**src/rtl/spi_clksel_pkg.sv**
```systemverilog
package spi_clksel_pkg;

    localparam int DIV_W = 3;
    localparam int SS_W  = 4;
    localparam int CNT_W = (1 << DIV_W) - 1;
    localparam int CFG_W = 17;

    localparam int B_HOST   = 0;
    localparam int B_CPOL   = 1;
    localparam int B_CPHA   = 2;
    localparam int B_DIV    = 3;
    localparam int B_DEC    = 9;
    localparam int B_SS     = 10;
    localparam int B_MSEL   = 14;
    localparam int B_MSTART = 15;
    localparam int B_TRIG   = 16;

    localparam logic [CFG_W-1:0] CFG_RST = 17'h07C09;

    typedef struct packed {
        logic             host;
        logic             cpol;
        logic             cpha;
        logic [DIV_W-1:0] div;
        logic             dec;
        logic [SS_W-1:0]  ss;
        logic             man_sel;
        logic             man_start;
    } cfg_t;

    typedef struct packed {
        logic cpol;
        logic cpha;
    } mode_t;

    function automatic cfg_t decode_cfg(input logic [CFG_W-1:0] w);
        cfg_t c;
        c.host      = w[B_HOST];
        c.cpol      = w[B_CPOL];
        c.cpha      = w[B_CPHA];
        c.div       = w[B_DIV +: DIV_W];
        c.dec       = w[B_DEC];
        c.ss        = w[B_SS +: SS_W];
        c.man_sel   = w[B_MSEL];
        c.man_start = w[B_MSTART];
        return c;
    endfunction

    // Last count value of one half period: (1 << div) - 1, field 0 treated as 1.
    function automatic logic [CNT_W-1:0] half_last(input logic [DIV_W-1:0] div);
        logic [CNT_W-1:0] one;
        one = 1;
        if (div == '0) begin
            return one;
        end
        return (one << div) - one;
    endfunction

    // Keep only the lowest-numbered low bit so at most one slave is selected.
    function automatic logic [SS_W-1:0] keep_lowest_low(input logic [SS_W-1:0] f);
        logic [SS_W-1:0] r;
        r = '1;
        for (int i = SS_W - 1; i >= 0; i--) begin
            if (!f[i]) begin
                r    = '1;
                r[i] = 1'b0;
            end
        end
        return r;
    endfunction

endpackage

```
**src/rtl/spi_clksel_regs.sv**
```systemverilog
module spi_clksel_regs
    import spi_clksel_pkg::*;
(
    input  logic             clk,
    input  logic             rst,
    input  logic             cfg_we,
    input  logic [CFG_W-1:0] cfg_wdata,
    input  logic             en_we,
    input  logic             en_wdata,
    input  logic             busy,
    output cfg_t             cfg,
    output mode_t            mode_a,
    output logic             en_q,
    output logic             started
);

    logic [CFG_W-1:0] cfg_q;
    logic             en_rise;
    logic             trig_wr;
    logic             unused_rsvd;

    assign cfg         = decode_cfg(cfg_q);
    assign en_rise     = en_we && en_wdata && !en_q;
    assign trig_wr     = cfg_we && cfg_wdata[B_TRIG] && cfg_wdata[B_MSTART];
    assign unused_rsvd = ^{cfg_q[B_DEC-1:B_DIV+DIV_W], cfg_q[B_TRIG]};

    always_ff @(posedge clk) begin
        if (rst) begin
            cfg_q <= CFG_RST;
        end else if (cfg_we) begin
            cfg_q         <= cfg_wdata;
            cfg_q[B_TRIG] <= 1'b0;
        end
    end

    always_ff @(posedge clk) begin
        if (rst) begin
            en_q   <= 1'b0;
            mode_a <= '{cpol: CFG_RST[B_CPOL], cpha: CFG_RST[B_CPHA]};
        end else begin
            if (en_we) begin
                en_q <= en_wdata;
            end
            if (en_rise) begin
                mode_a <= '{cpol: cfg.cpol, cpha: cfg.cpha};
            end
        end
    end

    always_ff @(posedge clk) begin
        if (rst) begin
            started <= 1'b0;
        end else if (!busy || !en_q) begin
            started <= 1'b0;
        end else if (trig_wr) begin
            started <= 1'b1;
        end
    end

endmodule

```
**src/rtl/spi_clksel_div.sv**
```systemverilog
module spi_clksel_div
    import spi_clksel_pkg::*;
(
    input  logic             clk,
    input  logic             rst,
    input  logic             run,
    input  logic             cpol,
    input  logic             cpha,
    input  logic [DIV_W-1:0] div,
    output logic             sclk,
    output logic             bit_tick,
    output logic             sample_tick,
    output logic             launch_tick
);

    logic [CNT_W-1:0] cnt;
    logic [CNT_W-1:0] last;
    logic             wrap;
    logic             lead_next;
    logic             samp_next;

    assign last      = half_last(div);
    assign wrap      = run && (cnt >= last);
    assign lead_next = (~sclk) != cpol;
    assign samp_next = lead_next ^ cpha;

    always_ff @(posedge clk) begin
        if (rst) begin
            cnt         <= '0;
            sclk        <= CFG_RST[B_CPOL];
            bit_tick    <= 1'b0;
            sample_tick <= 1'b0;
            launch_tick <= 1'b0;
        end else begin
            bit_tick    <= wrap;
            sample_tick <= wrap && samp_next;
            launch_tick <= wrap && !samp_next;
            if (!run) begin
                cnt  <= '0;
                sclk <= cpol;
            end else if (wrap) begin
                cnt  <= '0;
                sclk <= ~sclk;
            end else begin
                cnt <= cnt + 1'b1;
            end
        end
    end

endmodule

```
**src/rtl/spi_clksel_sel.sv**
```systemverilog
module spi_clksel_sel
    import spi_clksel_pkg::*;
(
    input  logic            clk,
    input  logic            rst,
    input  logic            sel_on,
    input  logic            dec,
    input  logic [SS_W-1:0] field,
    output logic [SS_W-1:0] ss_n
);

    logic [SS_W-1:0] ss_next;

    always_comb begin
        if (!sel_on) begin
            ss_next = '1;
        end else if (dec) begin
            ss_next = field;
        end else begin
            ss_next = keep_lowest_low(field);
        end
    end

    always_ff @(posedge clk) begin
        if (rst) begin
            ss_n <= '1;
        end else begin
            ss_n <= ss_next;
        end
    end

endmodule

```
**src/rtl/spi_clksel_ctrl.sv**
```systemverilog
module spi_clksel_ctrl
    import spi_clksel_pkg::*;
(
    input  logic             clk,
    input  logic             rst,
    input  logic             cfg_we,
    input  logic [CFG_W-1:0] cfg_wdata,
    input  logic             en_we,
    input  logic             en_wdata,
    input  logic             busy,
    output logic             sclk,
    output logic [SS_W-1:0]  ss_n,
    output logic             bit_tick,
    output logic             sample_tick,
    output logic             launch_tick
);

    cfg_t  cfg;
    mode_t mode_a;
    logic  en_q;
    logic  started;
    logic  run;
    logic  sel_on;

    spi_clksel_regs u_regs (
        .clk       (clk),
        .rst       (rst),
        .cfg_we    (cfg_we),
        .cfg_wdata (cfg_wdata),
        .en_we     (en_we),
        .en_wdata  (en_wdata),
        .busy      (busy),
        .cfg       (cfg),
        .mode_a    (mode_a),
        .en_q      (en_q),
        .started   (started)
    );

    assign run    = en_q && cfg.host && busy && (!cfg.man_start || started);
    assign sel_on = en_q && cfg.host && (cfg.man_sel || run);

    spi_clksel_div u_div (
        .clk         (clk),
        .rst         (rst),
        .run         (run),
        .cpol        (mode_a.cpol),
        .cpha        (mode_a.cpha),
        .div         (cfg.div),
        .sclk        (sclk),
        .bit_tick    (bit_tick),
        .sample_tick (sample_tick),
        .launch_tick (launch_tick)
    );

    spi_clksel_sel u_sel (
        .clk    (clk),
        .rst    (rst),
        .sel_on (sel_on),
        .dec    (cfg.dec),
        .field  (cfg.ss),
        .ss_n   (ss_n)
    );

endmodule

```
**config.mk**
```make
export PLATFORM = sky130hd
export DESIGN_NAME = spi_clksel_ctrl
export DESIGN_NICKNAME = d
export VERILOG_FILES = /design/src/rtl/spi_clksel_pkg.sv /design/src/rtl/spi_clksel_regs.sv /design/src/rtl/spi_clksel_div.sv /design/src/rtl/spi_clksel_sel.sv /design/src/rtl/spi_clksel_ctrl.sv
export SDC_FILE = /design/constraint.sdc
export NUM_CORES = 1
export LEC_CHECK = 0
export ABC_AREA = 1
export BUFFER_PORTS_ARGS = -buffer_cell sky130_fd_sc_hd__buf_2
export CAP_MARGIN = 20
export CORE_ASPECT_RATIO = 0.9
export CORE_MARGIN = 2
export CORE_UTILIZATION = 47
export DETAILED_ROUTE_END_ITERATION = 8
export GPL_ROUTABILITY_DRIVEN = 1
export PLACE_DENSITY = 0.7
export SYNTH_ARGS = -nofsm -noshare
export SYNTH_HDL_FRONTEND = slang
export SYNTH_HIERARCHICAL = 1
export SYNTH_SLANG_ARGS = --single-unit
```
**constraint.sdc**
```tcl
create_clock -name clk -period 2.35 [get_ports clk]
set_input_delay 0.705 -clock clk [delete_from_list [all_inputs] [get_ports clk]]
set_output_delay 0.705 -clock clk [all_outputs]
set_load 0.02 [all_outputs]
```
# Word level (Yosys, flattened, before mapping)
# Index checks and enable logic that the tools add are counted.
# Widths: inputs -> output; s select.
word_totals:
  regBits: 35
  input_bits: 23
  elab_cells: 53
classes:
  muxes: 10
  reduce_logical: 22
  bitwise: 4
  magnitude_cmp: 1
  shifts: 1
  addsub: 2
  n_eq_ne: 2
op_table:
  columns: ["operator", "n"]
  rows:
  - ["$mux 4", 5]
  - ["$mux 7", 2]
  - ["$logic_and 1x1->1", 11]
  - ["$add 7x1->7 const B", 1]
  - ["$ge 7x7->1", 1]
  - ["$shl 1x3->7 const A", 1]
  - ["$sub 7x1->7 const B", 1]
  - ["$logic_not 1->1", 4]
  - ["$reduce_or 2->1", 2]
  - ["$logic_not 3->1", 1]
  - ["$logic_or 1x1->1", 3]
  - ["$mux 1", 3]
  - ["$not 1->1", 3]
  - ["$reduce_or 3->1", 1]
  - ["$ne 2x1->1 const B", 1]
  - ["$ne 1x1->1", 1]
  - ["$xor 1x1->1", 1]

# Depth between registers and ports, before layout
depth:
  ltp_word: 7
  mapped_depth: 11
  mapped_depth_nobuf: 11

# By module
# Netlist, hierarchy kept.
by_module_without_submodules:
  columns: ["module", "instances", "area_per_inst_um2", "cells_each"]
  rows:
  - ["spi_clksel_regs", 1, 646.9, 80]
  - ["spi_clksel_div", 1, 614.3, 74]
  - ["spi_clksel_sel", 1, 138.9, 17]
  - ["spi_clksel_ctrl", 1, 36.3, 7]

# Worst setup path before layout
# OpenSTA, ideal clock, no wires.
synth_path:
  path_kind: "flip-flop to flip-flop"
  start: "reg u_regs.cfg_q[4]"
  end: "reg u_div.cnt[0]"
  setup_ns: 0.066
  arrival_time_ns: 1.575
  setup_slack_ns: 0.709
  path_buffers: 0
  required_time_ns: 2.284
  path_stages_with_launch: 12
  cell_sequence: "dfxtp_1 -> or2_2 -> nand2_1 -> o21bai_1 -> ha_1 -> nand2_1 -> a21oi_1 -> nor2_2 -> nand2_2 -> nand2_2 -> nand3_4 -> nor2_1"
synth_via:
  elab_chain_cells: 6
  word_cells_on_any_way: 8
  cone_classes: "1 x add/sub; 1 x order compare; 1 x shift; 2 x mux; 3 x reduce/logical"
synth_lines:
  columns: ["element", "line", "source"]
  rows:
  - ["start, declared", "spi_clksel_regs.sv:17", "logic [CFG_W-1:0] cfg_q;"]
  - ["start signal, assigned", "spi_clksel_regs.sv:31", "cfg_q <= cfg_wdata;"]
  - ["$shl 1x3->7 / $logic_not 3->1 (equally long branches)", "spi_clksel_pkg.sv:56, spi_clksel_pkg.sv:53", null]
  - ["$sub 7x1->7 / $mux 1 (equally long branches)", "spi_clksel_pkg.sv:56, spi_clksel_pkg.sv:53", null]
  - ["$mux 7 *", "spi_clksel_pkg.sv:56", "return (one << div) - one;"]
  - ["$ge 7x7->1 *", "spi_clksel_div.sv:23", "assign wrap = run && (cnt >= last);"]
  - ["$logic_and 1x1->1 *", "spi_clksel_div.sv:23", null]
  - ["$reduce_or 3->1 (no line) *", null, null]
  - ["end signal, assigned", "spi_clksel_div.sv:45", "cnt <= cnt + 1'b1;"]
  - ["end, declared", "spi_clksel_div.sv:16", "logic [CNT_W-1:0] cnt;"]
# Mark *: on every way between the ends. The rest lies on a longest branch, timed or not.
# A chain may end at the register's enable or synchronous reset.

# Final worst setup path
layout_path:
  start: "reg u_regs.cfg_q[4]"
  end: "reg u_div.cnt[5]"
# Same word-level chain as after synthesis.

==> impl_results.md <==
* Status: completed
* Initial Utilization at between 40% and 50%
* DR WL/cell at slightly below 10 um
* Post-synth ARST share at 0%
* Hpwl dp at 1.83 mm
* TritonCTS Buffers at 5
* Pwr Density at 616 mW/mm2
* Max Fclk at roughly 550 MHz
* Setup CP Type: flop to flop
* Vias in the first global route at around 1.0k
* Synth-to-Final Area Change at 15.2%
* Pins over their slew limit at 0
* Mapped Area at 0.00144 mm2
* Deepest clock path buffer count at 2
* CTS tree: done
* Routed via count at 1,152
* Vias per cell at 4.59
* Sequential area share after synthesis at between 40 and 50%
* Min cycle time layout at around 1.8 ns
* Ys flop type: dfxtp_1
* Post-synth top area share at between 40% and 50%
* CP max stage cell: dfxtp_1
* Final Hold Viols at 0
* Clk pin slew, worst setup/hold paths at roughly 0.090 ns
* Post-Syn Nets at ~210
* Worst slew margin at between 60 and 70%
* Main area contributors after synthesis: dfxtp_1 45%, nand2_1 8.4%, nor2_1 7.3%
* Rows at 19
* Root Buffer: clkbuf_4
* Setup violators final at 0
* First-pass GRT wire length at 4.37 mm
* CP endpoint kind: flop
* Drt drc at 0
* Post-synthesis instance total at about 180
* Total I/O pin count at 31
* Post-route ant nets at 0
* H-tree depth at 2
* Total die area at about 0.0035 mm2
* PostCTS Resize Cnt at 0
* CP Data Required Time at 2.61 ns
* Antenna cells at 0
* RSZ-0062 raised after global routing: no
* Critical Path Max Stage Delay at roughly 0.36 ns
* Fin crit share at between 70% and 80%
* Total GRT Usage at 16.0%
* Worst Path Max Fanout at 7
* Number of max-cap violations at 0
* Final core occ at between 50% and 60%
* Global route overflow at 0
* Synth Area per Inst at a little over 8 um2
* Synth unique cells at 26
* Initial antenna violation count at 0
* Largest area contributor in the netlist: dfxtp_1
* Worst Path Arrival at ~2.1 ns
* Die X at between 60 and 70 um
* Leakage at 0.772 nW
* Final Routed Wirelength at ~2.4 mm
* Yosys warns at 6
* Worst Hold Class: flop to flop
* Port bufs at 27
* CTS hold repair buffers at 0
* Crit-path cells: or2_2 -> nand2_1 -> o21bai_1 -> ha_1 -> nand2_1 -> a21oi_1 -> nor2_2 -> nand2_2 -> nand2_2 -> nand3_4 -> nor2_1
* Pre-Repair DR Iteration Count at 4
* GP Congestion at about 0.8
* Pin count of the biggest net entering global routing at 16
* Chip height at ~56 um
* Share of cells above drive strength 1 at between 20 and 30%
* Starting DRT DRC Count at 30
* Peak VDD IR at ~0.43 mV
* Number of post-CTS setup repair buffers at 0
* Startpoint types: flop
* Post-Route Setup TNS at 0 ns
* Post-synth EDFFs at 0
* Nets at around 240
* Clk sinks at 32
* Worst-Margin Slew at 0.530 ns
* Most instantiated cells after synthesis: 32 x dfxtp_1, 32 x nand2_1, 28 x nor2_1, 16 x inv_1, 16 x nand3_1
* Worst-Skew Late Latency at between 0.3 and 0.4 ns
* Area of the core at approximately 0.003 mm2
* Synthesized flop and latch total at 32
* Clk_skew at roughly 0.0036 ns
[area by class of cell]
cell class / instances / area (um2)
multi-input cells: 125 / 694
well taps: 42 / 52.6
clock buffers: 7 / 65.1
flip-flops and latches: 32 / 641
repair buffers: 27 / 135
inverters: 18 / 67.6
fillers: 315 / 1340
[report_power, final]
group          internal, W  leakage, nW  switching [W]
clock             0.000169       0.0374       0.000171
combinational    0.0000433        0.473      0.0000572
sequential        0.000563        0.262      0.0000164
[flip-flops by register name, indices dropped and copies added (netlist names)]
signal,flops
u_regs/mode_a,2
u_div/sclk,1
u_regs/en_q,1
u_regs/started,1
u_div/cnt,7
u_div/launch_tick,1
u_sel/ss_n,4
u_regs/cfg_q,13
u_div/bit_tick,1
u_div/sample_tick,1
[cells by family (layout without fill, tap and decap cells)]
family,count (synthesis),in the layout,share of synthesized area [%]
XOR/XNOR,7,7,4.27
AND/OR/NAND/NOR,96,96,31.4
AO/OA/AOI/OAI,15,15,6.53
adder cells (fa/ha/maj),7,7,6.10
buffers and inverters,21,52,7.06
flip-flops,32,32,44.6
[per-stage QoR]
step / setup slack (ns) / hold slack, ns / total power, W / std cells / instance area [um2]
after floorplan: 0.709 / 0.424 / 0.000661 / 178 / 1440
after global placement: 0.559 / 0.446 / 0.000691 / 244 / 1590
after detailed placement: 0.538 / 0.444 / 0.000693 / 244 / 1590
after CTS: 0.511 / 0.467 / 0.00103 / 251 / 1660
after global routing: 0.327 / 0.477 / 0.00108 / 251 / 1660
final: 0.533 / 0.465 / 0.00102 / 251 / 1660
[critical path: cells and delay by family, from the launching register on]
family | cells | cell delay [ns]
fa+ha+maj | 1 | 0.24
flops | 1 | 0.36
simple gates | 8 | 0.99
compound gates | 2 | 0.17
[worst paths after layout]
kind	startpoint	cells after the start	end	slack (ns)
max	u_regs/cfg_q[4]$_SDFFE_PP0P_	11	u_div/cnt[5]$_SDFF_PP0_	0.53
min	u_regs/cfg_q[0]$_SDFFE_PP1P_	2	u_regs/cfg_q[0]$_SDFFE_PP1P_	0.46
max reg2reg	u_regs/cfg_q[4]$_SDFFE_PP0P_	11	u_div/cnt[5]$_SDFF_PP0_	0.53
min reg2reg	u_regs/cfg_q[0]$_SDFFE_PP1P_	2	u_regs/cfg_q[0]$_SDFFE_PP1P_	0.46
[layer usage]
| layer | global-route usage [%] | up-vias | wire length, um |
|---|---|---|---|
| li1 | - | 623 | - |
| met1 | 21.8 | 499 | 1300 |
| met2 | 22.0 | 26 | 948 |
| met3 | 6.21 | 4 | 142 |
| met4 | 7.62 | 0 | 29 |
| met5 | 0 | - | 0 |
[placed cells by master, fill, tap and decap left out, drive strengths merged]
cell,netlist,final
ha,7,7
o21a,1,1
buf,3,27
nor3b,1,1
nand4,1,1
o21ai,6,6
inv,18,18
nor2,33,33
xor2,4,4
dfxtp,32,32
or2,4,4
nand3,19,19
a21o,1,1
o21bai,1,1
nand2,37,37
xnor2,3,3
clkbuf,0,7
a21oi,6,6
nand3b,1,1
Power figures use the tool's default switching activity.
